===== src/rtl/nest_irq_pkg.sv =====
package nest_irq_pkg;

    typedef logic [2:0] rank_t;

    localparam rank_t RANK_NONE = 3'd0;
    localparam rank_t RANK_SW   = 3'd1;
    localparam rank_t RANK_L0   = 3'd2;
    localparam rank_t RANK_L1   = 3'd3;
    localparam rank_t RANK_L2   = 3'd4;
    localparam rank_t RANK_L3   = 3'd5;

    localparam int ADR_BASE  = 0;
    localparam int ADR_FADDR = 1;
    localparam int ADR_FCTL  = 2;
    localparam int ADR_SWTRG = 3;
    localparam int ADR_DMASK = 4;

    function automatic rank_t level_to_rank(input logic [1:0] lvl);
        case (lvl)
            2'd0:    return RANK_L0;
            2'd1:    return RANK_L1;
            default: return RANK_L2;
        endcase
    endfunction

endpackage


===== src/rtl/nest_irq_cfg.sv =====
module nest_irq_cfg
    import nest_irq_pkg::*;
#(
    parameter int NSRC   = 16,
    parameter int IDX_W  = 4,
    parameter int DATA_W = 16,
    parameter int REG_AW = 5,
    parameter int NFIXED = 2,
    parameter int NDBG   = 2
) (
    input  logic                   clk,
    input  logic                   rst_n,
    input  logic                   we,
    input  logic [REG_AW-1:0]      waddr,
    input  logic [DATA_W-1:0]      wdata,
    input  logic                   sw_clr_i,
    output logic [DATA_W-1:0]      base_o,
    output logic [DATA_W-1:0]      fast_addr_o,
    output logic [IDX_W-1:0]       fast_src_o,
    output logic                   fast_en_o,
    output logic [NDBG-1:0]        dbg_mask_o,
    output logic [NSRC-1:0]        src_en_o,
    output logic [NSRC-1:0][1:0]   src_lvl_o,
    output logic                   sw_pend_o
);

    localparam int CFG_OFS  = 1 << (REG_AW - 1);
    localparam int ORD_LO   = NFIXED + NDBG;
    localparam int SW_IDX   = NSRC - 1;

    typedef struct packed {
        logic [DATA_W-1:0]    base;
        logic [DATA_W-1:0]    faddr;
        logic [IDX_W-1:0]     fsrc;
        logic                 fen;
        logic [NDBG-1:0]      dmask;
        logic [NSRC-1:0]      en;
        logic [NSRC-1:0][1:0] lvl;
        logic                 swp;
    } cfg_t;

    cfg_t cfg_d, cfg_q;

    always_comb begin
        cfg_d = cfg_q;
        if (sw_clr_i) begin
            cfg_d.swp = 1'b0;
        end
        if (we) begin
            if (waddr == REG_AW'(ADR_BASE)) begin
                cfg_d.base = wdata;
            end
            if (waddr == REG_AW'(ADR_FADDR)) begin
                cfg_d.faddr = wdata;
            end
            if (waddr == REG_AW'(ADR_FCTL)) begin
                cfg_d.fsrc = wdata[IDX_W-1:0];
                cfg_d.fen  = wdata[DATA_W-1];
            end
            if (waddr == REG_AW'(ADR_SWTRG) && wdata[0]) begin
                cfg_d.swp = 1'b1;
            end
            if (waddr == REG_AW'(ADR_DMASK)) begin
                cfg_d.dmask = wdata[NDBG-1:0];
            end
            for (int k = ORD_LO; k < SW_IDX; k++) begin
                if (waddr == REG_AW'(CFG_OFS + k)) begin
                    cfg_d.en[k]  = wdata[2];
                    cfg_d.lvl[k] = wdata[1:0];
                end
            end
        end
    end

    always_ff @(posedge clk or negedge rst_n) begin
        if (!rst_n) begin
            cfg_q <= '0;
        end else begin
            cfg_q <= cfg_d;
        end
    end

    assign base_o      = cfg_q.base;
    assign fast_addr_o = cfg_q.faddr;
    assign fast_src_o  = cfg_q.fsrc;
    assign fast_en_o   = cfg_q.fen;
    assign dbg_mask_o  = cfg_q.dmask;
    assign src_en_o    = cfg_q.en;
    assign src_lvl_o   = cfg_q.lvl;
    assign sw_pend_o   = cfg_q.swp;

endmodule


===== src/rtl/nest_irq_rank_map.sv =====
module nest_irq_rank_map
    import nest_irq_pkg::*;
#(
    parameter int NSRC   = 16,
    parameter int NFIXED = 2,
    parameter int NDBG   = 2
) (
    input  logic [NSRC-1:0]        irq_i,
    input  logic [NSRC-1:0]        src_en_i,
    input  logic [NSRC-1:0][1:0]   src_lvl_i,
    input  logic [NDBG-1:0]        dbg_mask_i,
    input  logic                   sw_pend_i,
    output rank_t [NSRC-1:0]       rank_o
);

    localparam int ORD_LO = NFIXED + NDBG;

    for (genvar k = 0; k < NSRC; k++) begin : g_src
        if (k < NFIXED) begin : g_fixed
            assign rank_o[k] = irq_i[k] ? RANK_L3 : RANK_NONE;
        end else if (k < ORD_LO) begin : g_dbg
            assign rank_o[k] = (irq_i[k] && dbg_mask_i[k-NFIXED]) ? RANK_L3 : RANK_NONE;
        end else if (k == NSRC - 1) begin : g_sw
            assign rank_o[k] = sw_pend_i ? RANK_SW : RANK_NONE;
        end else begin : g_ord
            assign rank_o[k] = (irq_i[k] && src_en_i[k]) ? level_to_rank(src_lvl_i[k]) : RANK_NONE;
        end
    end

endmodule


===== src/rtl/nest_irq_arbiter.sv =====
module nest_irq_arbiter
    import nest_irq_pkg::*;
#(
    parameter int NSRC  = 16,
    parameter int IDX_W = 4
) (
    input  rank_t [NSRC-1:0]   rank_i,
    output rank_t              best_rank_o,
    output logic [IDX_W-1:0]   best_idx_o
);

    always_comb begin
        best_rank_o = RANK_NONE;
        best_idx_o  = '0;
        for (int k = NSRC - 1; k >= 0; k--) begin
            if (rank_i[k] != RANK_NONE && rank_i[k] >= best_rank_o) begin
                best_rank_o = rank_i[k];
                best_idx_o  = IDX_W'(k);
            end
        end
    end

endmodule


===== src/rtl/nest_irq_ctrl.sv =====
module nest_irq_ctrl
    import nest_irq_pkg::*;
#(
    parameter int NSRC        = 16,
    parameter int DATA_W      = 16,
    parameter int REG_AW      = 5,
    parameter int NFIXED      = 2,
    parameter int NDBG        = 2,
    parameter int STACK_DEPTH = 4
) (
    input  logic                          clk,
    input  logic                          rst_n,
    input  logic                          reg_we,
    input  logic [REG_AW-1:0]             reg_addr,
    input  logic [DATA_W-1:0]             reg_wdata,
    input  logic [NSRC-1:0]               irq_i,
    input  logic                          ack_i,
    input  logic                          rti_i,
    output logic                          irq_o,
    output logic [$clog2(NSRC)-1:0]       src_o,
    output logic [DATA_W-1:0]             vec_o,
    output logic                          fast_o,
    output logic                          wake_o
);

    localparam int IDX_W = $clog2(NSRC);
    localparam int CNT_W = $clog2(STACK_DEPTH + 1);
    localparam int SW_IDX = NSRC - 1;

    typedef struct packed {
        rank_t                         cur;
        rank_t [STACK_DEPTH-1:0]       stk;
        logic [CNT_W-1:0]              cnt;
        logic                          irq;
        logic [IDX_W-1:0]              src;
        rank_t                         rank;
        logic [DATA_W-1:0]             vec;
        logic                          fast;
        logic                          wake;
    } st_t;

    st_t st_d, st_q;

    logic [DATA_W-1:0]     base;
    logic [DATA_W-1:0]     fast_addr;
    logic [IDX_W-1:0]      fast_src;
    logic                  fast_en;
    logic [NDBG-1:0]       dbg_mask;
    logic [NSRC-1:0]       src_en;
    logic [NSRC-1:0][1:0]  src_lvl;
    logic                  sw_pend;
    logic                  sw_clr;
    rank_t [NSRC-1:0]      src_rank;
    rank_t                 best_rank;
    logic [IDX_W-1:0]      best_idx;
    logic                  take;
    logic                  pop;

    logic [CNT_W-1:0]      stk_cnt;
    rank_t                 cur_rank;

    nest_irq_cfg #(
        .NSRC(NSRC), .IDX_W(IDX_W), .DATA_W(DATA_W),
        .REG_AW(REG_AW), .NFIXED(NFIXED), .NDBG(NDBG)
    ) u_cfg (
        .clk         (clk),
        .rst_n       (rst_n),
        .we          (reg_we),
        .waddr       (reg_addr),
        .wdata       (reg_wdata),
        .sw_clr_i    (sw_clr),
        .base_o      (base),
        .fast_addr_o (fast_addr),
        .fast_src_o  (fast_src),
        .fast_en_o   (fast_en),
        .dbg_mask_o  (dbg_mask),
        .src_en_o    (src_en),
        .src_lvl_o   (src_lvl),
        .sw_pend_o   (sw_pend)
    );

    nest_irq_rank_map #(
        .NSRC(NSRC), .NFIXED(NFIXED), .NDBG(NDBG)
    ) u_map (
        .irq_i      (irq_i),
        .src_en_i   (src_en),
        .src_lvl_i  (src_lvl),
        .dbg_mask_i (dbg_mask),
        .sw_pend_i  (sw_pend),
        .rank_o     (src_rank)
    );

    nest_irq_arbiter #(
        .NSRC(NSRC), .IDX_W(IDX_W)
    ) u_arb (
        .rank_i      (src_rank),
        .best_rank_o (best_rank),
        .best_idx_o  (best_idx)
    );

    assign take   = ack_i && st_q.irq;
    assign pop    = rti_i && (st_q.cnt != '0);
    assign sw_clr = take && (st_q.src == IDX_W'(SW_IDX));

    always_comb begin
        st_d = st_q;

        if (take && pop) begin
            st_d.cur = st_q.rank;
        end else if (take) begin
            for (int i = 0; i < STACK_DEPTH; i++) begin
                if (st_q.cnt == CNT_W'(i)) begin
                    st_d.stk[i] = st_q.cur;
                end
            end
            st_d.cnt = st_q.cnt + 1'b1;
            st_d.cur = st_q.rank;
        end else if (pop) begin
            for (int i = 0; i < STACK_DEPTH; i++) begin
                if (st_q.cnt == CNT_W'(i + 1)) begin
                    st_d.cur = st_q.stk[i];
                end
            end
            st_d.cnt = st_q.cnt - 1'b1;
        end

        st_d.irq  = (best_rank > st_d.cur) && (st_d.cnt < CNT_W'(STACK_DEPTH));
        st_d.src  = '0;
        st_d.rank = RANK_NONE;
        st_d.vec  = '0;
        st_d.fast = 1'b0;
        if (st_d.irq) begin
            st_d.src  = best_idx;
            st_d.rank = best_rank;
            if (fast_en && fast_src == best_idx) begin
                st_d.vec  = fast_addr;
                st_d.fast = 1'b1;
            end else begin
                st_d.vec = base + DATA_W'({best_idx, 1'b0});
            end
        end
        st_d.wake = (best_rank != RANK_NONE);
    end

    always_ff @(posedge clk or negedge rst_n) begin
        if (!rst_n) begin
            st_q <= '0;
        end else begin
            st_q <= st_d;
        end
    end

    assign irq_o    = st_q.irq;
    assign src_o    = st_q.src;
    assign vec_o    = st_q.vec;
    assign fast_o   = st_q.fast;
    assign wake_o   = st_q.wake;
    assign stk_cnt  = st_q.cnt;
    assign cur_rank = st_q.cur;

endmodule


===== config.mk =====
export PLATFORM = sky130hd
export DESIGN_NAME = nest_irq_ctrl
export DESIGN_NICKNAME = d
export VERILOG_FILES = /design/src/rtl/nest_irq_pkg.sv /design/src/rtl/nest_irq_cfg.sv /design/src/rtl/nest_irq_rank_map.sv /design/src/rtl/nest_irq_arbiter.sv /design/src/rtl/nest_irq_ctrl.sv
export SDC_FILE = /design/constraint.sdc
export NUM_CORES = 1
export LEC_CHECK = 0
export BUFFER_PORTS_ARGS = -buffer_cell sky130_fd_sc_hd__buf_2
export CORE_ASPECT_RATIO = 1.5
export CORE_MARGIN = 1
export CORE_UTILIZATION = 65
export CTS_CLUSTER_DIAMETER = 120
export CTS_CLUSTER_SIZE = 8
export DETAILED_ROUTE_END_ITERATION = 6
export GPL_TIMING_DRIVEN = 1
export MAX_ROUTING_LAYER = met4
export PLACE_DENSITY = 0.88
export SKIP_LAST_GASP = 1
export SLEW_MARGIN = 20
export SYNTH_ARGS = -nofsm -noshare
export SYNTH_HDL_FRONTEND = slang
export SYNTH_SLANG_ARGS = --single-unit

===== constraint.sdc =====
create_clock -name clk -period 57.6 [get_ports clk]
set_clock_uncertainty 0.05 [all_clocks]
set_input_delay 8.64 -clock clk [delete_from_list [all_inputs] [get_ports clk]]
set_output_delay 8.64 -clock clk [all_outputs]
set_load 0.05 [all_outputs]

==> impl_metrics.env <==
export IMPL_initialDrtViolationCount=364
export IMPL_synth_ff_type="sky130_fd_sc_hd__dfrtp_1"
export IMPL_post_cts_resize_count=0
export IMPL_critical_path_buf_inv_count=10
export IMPL_post_route_drc_count=0
export IMPL_max_stage_delay_ps=640
export IMPL_rr_worst_depth=103
export IMPL_min_to="u_cfg.base_o[5]"
export IMPL_clock_tree_from_tritoncts="yes"
export IMPL_die_area_sq_um=12400
export IMPL_fillCellCount=769
export IMPL_synth_warnings=0
export IMPL_io_buffer_count=63
export IMPL_reg2reg_setup_slack_ps=35790
export IMPL_grt_pass1_vias=6737
export IMPL_critical_path_reg2reg_startpoint="u_cfg.src_lvl_o[27]"
export IMPL_peakVddDrop_uv=42.9
export IMPL_fin_total_pwr_mw=0.455
export IMPL_gpl_final_weighted_congestion=0.935
export IMPL_syn_mean_instance_area_sq_um=9.83
export IMPL_final_core_utilization_pct=74.7
export IMPL_synth_seq_cells=117
export IMPL_timing_worst_slew_pin_value_ps=961
export IMPL_numClockSinks=117
export IMPL_cts_reportedPaths_clkPinSlew_ps=60
export IMPL_boundaryPins=65
export IMPL_ctsRootBufferMaster="sky130_fd_sc_hd__clkbuf_16"
export IMPL_clock_latency_ps=420
export IMPL_cts_max_level=4
export IMPL_worst_hold_path_type="reg2reg"
export IMPL_setup_tns_final_ps=0
export IMPL_floorplan_die_width_microns=91.4
export IMPL_worst_slew_slack_as_a_fraction_of_its_limit_pct=35.7
export IMPL_yosys_cell_types_count=88
export IMPL_run_status="completed"
export IMPL_worstPathArrival_ps=29960
export IMPL_area_growth_syn_to_layout_pct=11.1
export IMPL_dpl_hpwl_microns=13800
export IMPL_cts_inserted_buffers=17
export IMPL_detail_route_vias_per_cell=6.57
export IMPL_yosysTopAreaCell="sky130_fd_sc_hd__dfrtp_1"
export IMPL_crit_path_end_kind="flip-flop"
export IMPL_grt_start_max_net_pins=76
export IMPL_grt_overflow=0
export IMPL_cpMostUsedCell="sky130_fd_sc_hd__ha_1"
export IMPL_synth_async_sr_flop_share_pct=100
export IMPL_final_min_period_over_clock_period_pct=51.6
export IMPL_multi_input_comb_area_sq_um=4480
export IMPL_worstHoldPathCells=1
export IMPL_synth_cell_area_sq_um=7800
export IMPL_cts_max_path_buffers=2
export IMPL_report_final_slew_viol_count=0
export IMPL_launch_instance_of_the_worst_min_delay_path="u_cfg.base_o[5]"
export IMPL_rsz0062_at_grt="no"
export IMPL_start_kind="primary input"
export IMPL_wl_per_instance_microns=19.2
export IMPL_synth_top_area_share_pct=37.6
export IMPL_power_density_nw_per_um2=52.5
export IMPL_grt_pass1_wl_microns=31600
export IMPL_effective_utilization_at_floorplan_pct=67.3
export IMPL_max_clock_freq_ghz=0.0337
export IMPL_cp_slowest_cell="sky130_fd_sc_hd__a311o_1"
export IMPL_synthTopCellsByArea="sky130_fd_sc_hd__dfrtp_1 (38%), sky130_fd_sc_hd__mux2_2 (12%), sky130_fd_sc_hd__ha_1 (7.9%)"
export IMPL_grt_util_all_layers_pct=33.5
export IMPL_num_antenna_cells=0
export IMPL_timing_max_cap_violations=0
export IMPL_antenna_found_initial=0
export IMPL_hold_buffers=0
export IMPL_seqCellArea_sq_um=2930
export IMPL_nNetsFinal=931
export IMPL_share_of_final_layout_standard_cells_stronger_than_drive_strength_1_pct=25.4
export IMPL_drt_pass1_iter_count=7
export IMPL_synth_enable_flop_cells=0
export IMPL_final_common_cell="sky130_fd_sc_hd__dfrtp_1"
export IMPL_path_max_fanout=15
export IMPL_synth_yosys_seq_area_share_pct=37.6
export IMPL_finalCriticalPeriod_ps=29720
export IMPL_worstReg2RegEnd="src_o[2]"
export IMPL_hold_violation_count_in_the_final_report=0
export IMPL_core_area_sq_um=11600
export IMPL_finalWirelength_microns=19300
export IMPL_mostFrequentLayoutCells="sky130_fd_sc_hd__dfrtp_1 (117), sky130_fd_sc_hd__mux2_2 (82), sky130_fd_sc_hd__nand2_1 (66)"
export IMPL_critPathTopFamily="compound AO/OA/AOI/OAI gates"
export IMPL_post_cts_setup_bufs=0
export IMPL_syn_nets=884
export IMPL_criticalPathCategory="in2reg"
export IMPL_number_of_instances_in_the_synthesized_netlist=793
export IMPL_setup_violations_final=0
export IMPL_die_height_microns=136
export IMPL_routed_via_count=6585
export IMPL_leakagePower_nw=4.10
export IMPL_ant_nets=0
export IMPL_critPathRequiredTime_ps=57840
export IMPL_fp_row_count=48
==> sequential cells by signal, indices dropped and copies added (netlist names), 2 cells and up <==
| signal | cells |
|---|---|
| stk_cnt | 3 |
| src_o | 4 |
| u_cfg.base_o | 16 |
| cur_rank | 3 |
| u_cfg.dbg_mask_o | 2 |
| u_cfg.src_lvl_o | 22 |
| u_cfg.fast_src_o | 4 |
| u_cfg.fast_addr_o | 16 |
| u_cfg.src_en_o | 11 |
| vec_o | 16 |
| st_q | 15 |
==> worst max path at each step <==
stage	from	endpoint	slack [ps]	cells after the start
6_report	irq_i[14]	src_o[2]	27880	105
5_1_grt	irq_i[14]	src_o[2]	26310	105
3_5_place_dp	irq_i[14]	src_o[2]	28000	106
2_1_floorplan	irq_i[14]	vec_o[10]	31380	105
3_3_place_gp	irq_i[14]	src_o[2]	28780	107
4_1_cts	irq_i[14]	src_o[2]	28320	104
==> power by group <==
part / leakage, nW / switching [mW] / total [mW] / internal (mW)
registers: 1.51 / 0.0170 / 0.121 / 0.104
logic: 2.30 / 0.146 / 0.229 / 0.0831
clock network: 0.291 / 0.0437 / 0.105 / 0.0614
==> area by class of cell <==
cell class                 count  share of cell area, %
timing repair buffer          64                   3.76
clock inverter                15                   1.83
inverter                      41                   1.78
tap                          150                   2.17
multi-input combinational    599                   51.7
sequential                   117                   33.8
clock buffer                  17                   4.91
==> logic make-up after synthesis <==
family | count (synthesis) | synth area share, %
and+or+nand+nor | 256 | 17.1
DFF | 117 | 37.6
xor gates and xnor gates | 15 | 1.97
adders and majority gates | 50 | 7.99
buffers and inverters | 77 | 4.97
muxes | 82 | 11.8
AOI/OAI and AO/OA | 196 | 18.5
==> through the flow <==
| stage | cell area (sq um) | hold WS (ps) | setup slack [ps] | cells |
|---|---|---|---|---|
| detailed placement | 8080 | 439 | 28000 | 971 |
| global route | 8660 | 466 | 26310 | 1003 |
| CTS | 8660 | 458 | 28320 | 1003 |
| finish | 8660 | 454 | 27880 | 1003 |
| floorplan | 7800 | 423 | 31380 | 793 |
| global placement | 8080 | 432 | 28780 | 971 |
==> cells in the mapped netlist (all sizes together) (4+ instances only) <==
library cell / instances
nand3b: 5
and2: 12
o31ai: 17
xnor2: 12
a21boi: 7
mux2: 82
or4: 4
nand4b: 5
clkbuf: 11
nor2b: 12
nand2: 68
nand3: 17
buf: 25
nor2: 61
a31oi: 10
o211a: 5
a21oi: 54
or2: 8
ha: 49
inv: 41
nand2b: 4
a21o: 13
nor3: 13
dfrtp: 117
o211ai: 10
or3: 6
and3: 15
and3b: 4
o21a: 8
a211o: 4
nand4: 11
o21ai: 31
a32oi: 4
==> worst register-to-register path: cells and delay by family, from the launching register on <==
family | cells | cell delay, ps
AO/OA/AOI/OAI | 44 | 9890
adder cells (fa/ha/maj) | 16 | 4330
buffers and inverters | 9 | 1010
flip-flops | 1 | 410
AND/OR/NAND/NOR | 34 | 5970
==> layer usage <==
| metal | share of wire (%) | GRT usage [%] | vias to the layer above |
|---|---|---|---|
| met5 | 0 | - | - |
| met4 | 5.2 | 21.2 | 0 |
| met3 | 4.9 | 5.82 | 82 |
| met2 | 54 | 59.8 | 285 |
| met1 | 36 | 33.6 | 3236 |
| li1 | - | - | 2982 |
No activity file was read; power rests on OpenSTA's default activity.
